===== config.mk =====
export PLATFORM = sky130hd
export DESIGN_NAME = fwd_hazard_unit
export DESIGN_NICKNAME = d
export VERILOG_FILES = /design/src/rtl/fwd_hazard_unit.sv
export SDC_FILE = /design/constraint.sdc
export NUM_CORES = 1
export LEC_CHECK = 0
export ABC_AREA = 1
export BUFFER_PORTS_ARGS = -buffer_cell sky130_fd_sc_hd__buf_2
export CORE_MARGIN = 2
export CORE_UTILIZATION = 45
export DETAILED_ROUTE_END_ITERATION = 6
export PLACE_DENSITY = 0.91
export SYNTH_ARGS = -nofsm -noshare
export SYNTH_HDL_FRONTEND = slang
export SYNTH_SLANG_ARGS = --single-unit

===== constraint.sdc =====
create_clock -name vclk -period 1.7
set_input_delay 0.085 -clock vclk [all_inputs]
set_output_delay 0.085 -clock vclk [all_outputs]
set_load 0.005 [all_outputs]

===== src/rtl/fwd_hazard_unit.sv =====
module fwd_hazard_unit #(
  parameter int RA_W = 5
) (
  input  logic [RA_W-1:0] dec_src_a,
  input  logic [RA_W-1:0] dec_src_b,
  input  logic            dec_use_a,
  input  logic            dec_use_b,
  input  logic [RA_W-1:0] exe_src_a,
  input  logic [RA_W-1:0] exe_src_b,
  input  logic [RA_W-1:0] exe_dst,
  input  logic            exe_wr,
  input  logic            exe_load,
  input  logic [RA_W-1:0] mem_dst,
  input  logic            mem_wr,
  input  logic [RA_W-1:0] wb_dst,
  input  logic            wb_wr,
  output logic [1:0]      sel_a,
  output logic [1:0]      sel_b,
  output logic            hold_pc,
  output logic            hold_fd,
  output logic            bubble_ex
);

  localparam logic [1:0] SEL_FILE = 2'b00;
  localparam logic [1:0] SEL_EXR  = 2'b10;
  localparam logic [1:0] SEL_WBV  = 2'b01;

  logic mem_live, wb_live, ld_live;
  assign mem_live = mem_wr && (mem_dst != '0);
  assign wb_live  = wb_wr  && (wb_dst  != '0);
  assign ld_live  = exe_load && exe_wr && (exe_dst != '0);

  logic [RA_W-1:0] src [2];
  logic [1:0]      sel [2];
  assign src[0] = exe_src_a;
  assign src[1] = exe_src_b;

  for (genvar i = 0; i < 2; i++) begin : g_op
    logic hit_mem, hit_wb;
    assign hit_mem = mem_live && (mem_dst == src[i]);
    assign hit_wb  = wb_live  && (wb_dst  == src[i]);
    assign sel[i]  = hit_mem ? SEL_EXR : (hit_wb ? SEL_WBV : SEL_FILE);
  end

  assign sel_a = sel[0];
  assign sel_b = sel[1];

  logic stall;
  assign stall = ld_live &&
                 ((dec_use_a && (dec_src_a == exe_dst)) ||
                  (dec_use_b && (dec_src_b == exe_dst)));

  assign hold_pc   = stall;
  assign hold_fd   = stall;
  assign bubble_ex = stall;

endmodule



==> report_table.html <==
<table>
<tr><th>Metric</th><th>Value</th></tr>
<tr><th colspan="2">Critical path</th></tr>
<tr><td>Peak fanout along the critical path</td><td>3</td></tr>
<tr><td>Kind of critical path</td><td>in2out</td></tr>
<tr><td>Crit-path max cell delay</td><td>0.20 ns</td></tr>
<tr><td>Critical Path Slowest Stage Cell</td><td>sky130_fd_sc_hd__a21oi_1</td></tr>
<tr><td>Critical path startpoint category</td><td>input port</td></tr>
<tr><td>Category of cells accounting for the largest share of critical-path delay</td><td>buffers and inverters</td></tr>
<tr><td>Arrival time worst endpoint</td><td>0.89 ns</td></tr>
<tr><td>Crit path cell chain</td><td>buf_2 -&gt; inv_1 -&gt; nand2_1 -&gt; nand2_1 -&gt; nor2_1 -&gt; nand3_1 -&gt; a21oi_1 -&gt; buf_2</td></tr>
<tr><td>Buf+Inv Stages, Crit Path</td><td>3</td></tr>
<tr><td>Worst Path Required</td><td>1.62 ns</td></tr>
<tr><td>Type of element capturing the critical path</td><td>output pin</td></tr>
<tr><th colspan="2">Yosys</th></tr>
<tr><td>Nets in the synthesized netlist</td><td>177</td></tr>
<tr><td>Number of distinct library cells after synthesis</td><td>13</td></tr>
<tr><td>Avg Synthesized Cell Area</td><td>4.41 µm²</td></tr>
<tr><td>Cell Area, Synth</td><td>599 µm²</td></tr>
<tr><td>Number of warnings printed during yosys synthesis</td><td>0</td></tr>
<tr><td>Sequential element share of the synthesized area</td><td>0%</td></tr>
<tr><td>Cell count after synthesis</td><td>136</td></tr>
<tr><th colspan="2">Placed design</th></tr>
<tr><td>Post-DP HPWL</td><td>1480 µm</td></tr>
<tr><td>Port bufs</td><td>48</td></tr>
<tr><td>Final weighted congestion in routability-driven placement</td><td>0.826</td></tr>
<tr><th colspan="2">Global route</th></tr>
<tr><td>Maximum number of pins on one net before global-route repair</td><td>5</td></tr>
<tr><td>Number of antenna violations at the first check in global routing</td><td>0</td></tr>
<tr><td>First-pass GRT wire length</td><td>2150 µm</td></tr>
<tr><td>Vias in the first global route</td><td>644</td></tr>
<tr><td>Global route overflow</td><td>0</td></tr>
<tr><td>Overall routing resource usage</td><td>18.6%</td></tr>
<tr><th colspan="2">Timing</th></tr>
<tr><td>Total Neg Setup Slack</td><td>0 ns</td></tr>
<tr><td>Worst Max-Slew Pin Slew</td><td>0.196 ns</td></tr>
<tr><td>Final setup violation count</td><td>0</td></tr>
<tr><td>Achievable frequency</td><td>1.03 GHz</td></tr>
<tr><td>Hold violation count in the final report</td><td>0</td></tr>
<tr><td>Count of final max-slew check failures</td><td>0</td></tr>
<tr><td>Fin crit share</td><td>57.1%</td></tr>
<tr><td>Unrepaired setup endpoints after global routing</td><td>no</td></tr>
<tr><td>Min cycle time layout</td><td>0.971 ns</td></tr>
<tr><td>Max-Slew Margin vs Limit</td><td>87.0%</td></tr>
<tr><th colspan="2">Layout</th></tr>
<tr><td>Layout overhead on the synthesized area</td><td>38.2%</td></tr>
<tr><td>Proportion of layout cells with a drive suffix above 1</td><td>28.3%</td></tr>
<tr><td>Total area of multi-input combinational cells</td><td>468 µm²</td></tr>
<tr><td>Sequential cell count</td><td>0</td></tr>
<tr><td>Highest-count cells in the layout ignoring fill and taps</td><td>59 x sky130_fd_sc_hd__nand2_1, 48 x sky130_fd_sc_hd__buf_2, 26 x sky130_fd_sc_hd__inv_1</td></tr>
<tr><td>Share of the core filled with cells in the final layout</td><td>65.3%</td></tr>
<tr><td>Layout filler cell count</td><td>133</td></tr>
<tr><td>Footprint of the flip-flops and latches</td><td>0 µm²</td></tr>
<tr><td>Clk_buf instances</td><td>0</td></tr>
<tr><td>Number of diodes</td><td>0</td></tr>
<tr><td>Leading cell type in the layout, fill and taps excluded</td><td>sky130_fd_sc_hd__nand2_1</td></tr>
<tr><td>Post-layout nets</td><td>223</td></tr>
<tr><th colspan="2">Floorplanning</th></tr>
<tr><td>Die height</td><td>40.5 µm</td></tr>
<tr><td>Floorplan row count</td><td>13</td></tr>
<tr><td>Area enclosed by the die boundary</td><td>0.00164 mm²</td></tr>
<tr><td>Total core area</td><td>0.00127 mm²</td></tr>
<tr><td>Width of the chip</td><td>40.5 µm</td></tr>
<tr><td>IO Pins</td><td>48</td></tr>
<tr><td>Starting density of the core</td><td>47.2%</td></tr>
<tr><th colspan="2">Routing</th></tr>
<tr><td>Total DRC errors in the routed layout</td><td>0</td></tr>
<tr><td>Wire length per cell after detailed routing</td><td>8.02 µm</td></tr>
<tr><td>Number of nets with antenna violations after routing</td><td>0</td></tr>
<tr><td>Vias after detailed routing</td><td>866</td></tr>
<tr><td>Final Routed Wirelength</td><td>1560 µm</td></tr>
<tr><td>Initial DRC count</td><td>18</td></tr>
<tr><td>Total iterations of the first detailed-routing run</td><td>4</td></tr>
<tr><td>Vias per cell</td><td>4.44</td></tr>
<tr><th colspan="2">Power and ir drop</th></tr>
<tr><td>Max IR drop VDD</td><td>89.3 µV</td></tr>
<tr><td>Leakage power of the design</td><td>0.000594 µW</td></tr>
<tr><td>Pwr Density</td><td>209 mW/mm²</td></tr>
<tr><td>Tot Pwr</td><td>173 µW</td></tr>
<tr><th colspan="2">Run status</th></tr>
<tr><td>Result of the run</td><td>finished clean</td></tr>
<tr><th colspan="2">Worst hold path</th></tr>
<tr><td>Class of the most critical hold timing path</td><td>in2out</td></tr>
<tr><td>Depth of the worst hold-timing path</td><td>4</td></tr>
<tr><td>Worst-case hold path end point</td><td>hold_pc</td></tr>
<tr><td>Launch instance of the worst min-delay path</td><td>exe_load</td></tr>
<tr><th colspan="2">Flow run</th></tr>
<tr><td>Maximum capacitance violations</td><td>0</td></tr>
<tr><th colspan="2">Clock tree</th></tr>
<tr><td>Total of cells resized after clock tree synthesis</td><td>0</td></tr>
<tr><td>Number of setup buffers added after CTS</td><td>0</td></tr>
<tr><td>Hold-fix buffers, CTS</td><td>0</td></tr>
</table>
per-stage QoR:
| step | std cells | hold slack [ns] | cell area, µm² | setup slack [ns] |
|---|---|---|---|---|
| 2_1_floorplan | 136 | 0.284 | 599 | 0.863 |
| 3_3_place_gp | 195 | 0.501 | 828 | 0.773 |
| 3_5_place_dp | 195 | 0.512 | 828 | 0.720 |
| 4_1_cts | 195 | 0.512 | 828 | 0.721 |
| 5_1_grt | 195 | 0.530 | 828 | 0.582 |
| 6_report | 195 | 0.515 | 828 | 0.729 |
worst max path at each step:
stage / startpoint / to / slack, ns / depth (start not counted)
CTS: exe_dst[0] / hold_fd / 0.72 / 8
floorplan: exe_dst[2] / hold_fd / 0.86 / 7
global route: exe_dst[4] / hold_fd / 0.58 / 8
detailed placement: exe_dst[0] / hold_fd / 0.72 / 8
global placement: exe_dst[4] / bubble_ex / 0.77 / 7
finish: exe_dst[0] / hold_fd / 0.73 / 8
area by class of cell:
| class | count | area share (%) |
|---|---|---|
| Timing Repair Buffer | 48 | 29.0 |
| Inverter | 27 | 12.2 |
| Tap cell | 15 | 2.27 |
| Multi-Input combinational cell | 105 | 56.5 |
tightest hold or removal path: stages:
cell and delay [ns]:
sky130_fd_sc_hd__buf_2 0.09, sky130_fd_sc_hd__nand3_1 0.07, sky130_fd_sc_hd__a21oi_1 0.06, sky130_fd_sc_hd__buf_2 0.12
kinds of logic after synthesis:
logic type,synth area share [%]
and+or+nand+nor,61.0
xor gates and xnor gates,14.6
buffers and inverters,21.9
AOI/OAI and AO/OA,2.50
cell usage after synthesis:
cell | count | area [µm²]
sky130_fd_sc_hd__nand4_1 | 1 | 6.26
sky130_fd_sc_hd__nand3_1 | 9 | 45.0
sky130_fd_sc_hd__nor2_2 | 2 | 12.5
sky130_fd_sc_hd__a21oi_1 | 2 | 10.0
sky130_fd_sc_hd__inv_1 | 26 | 97.6
sky130_fd_sc_hd__nor3_1 | 1 | 5.00
sky130_fd_sc_hd__nor2_1 | 20 | 75.1
sky130_fd_sc_hd__xnor2_1 | 6 | 52.6
sky130_fd_sc_hd__xor2_1 | 4 | 35.0
sky130_fd_sc_hd__o21ai_0 | 1 | 5.00
sky130_fd_sc_hd__nand2_1 | 59 | 221
sky130_fd_sc_hd__buf_4 | 4 | 30.0
sky130_fd_sc_hd__inv_2 | 1 | 3.75
power by group:
group          leakage, µW  internal, µW  total [µW]  switching [µW]
clock network            0             0           0               0
registers                0             0           0               0
logic             0.000594          80.7         173            92.2
total             0.000594          80.7         173            92.2
layer usage:
metal,part of all wire [%],track usage (%)
met5,0,0
met4,0.90,2.50
met3,7.2,0.556
met2,53,44.0
met1,38,16.0
(Power assumes the default switching activity.)
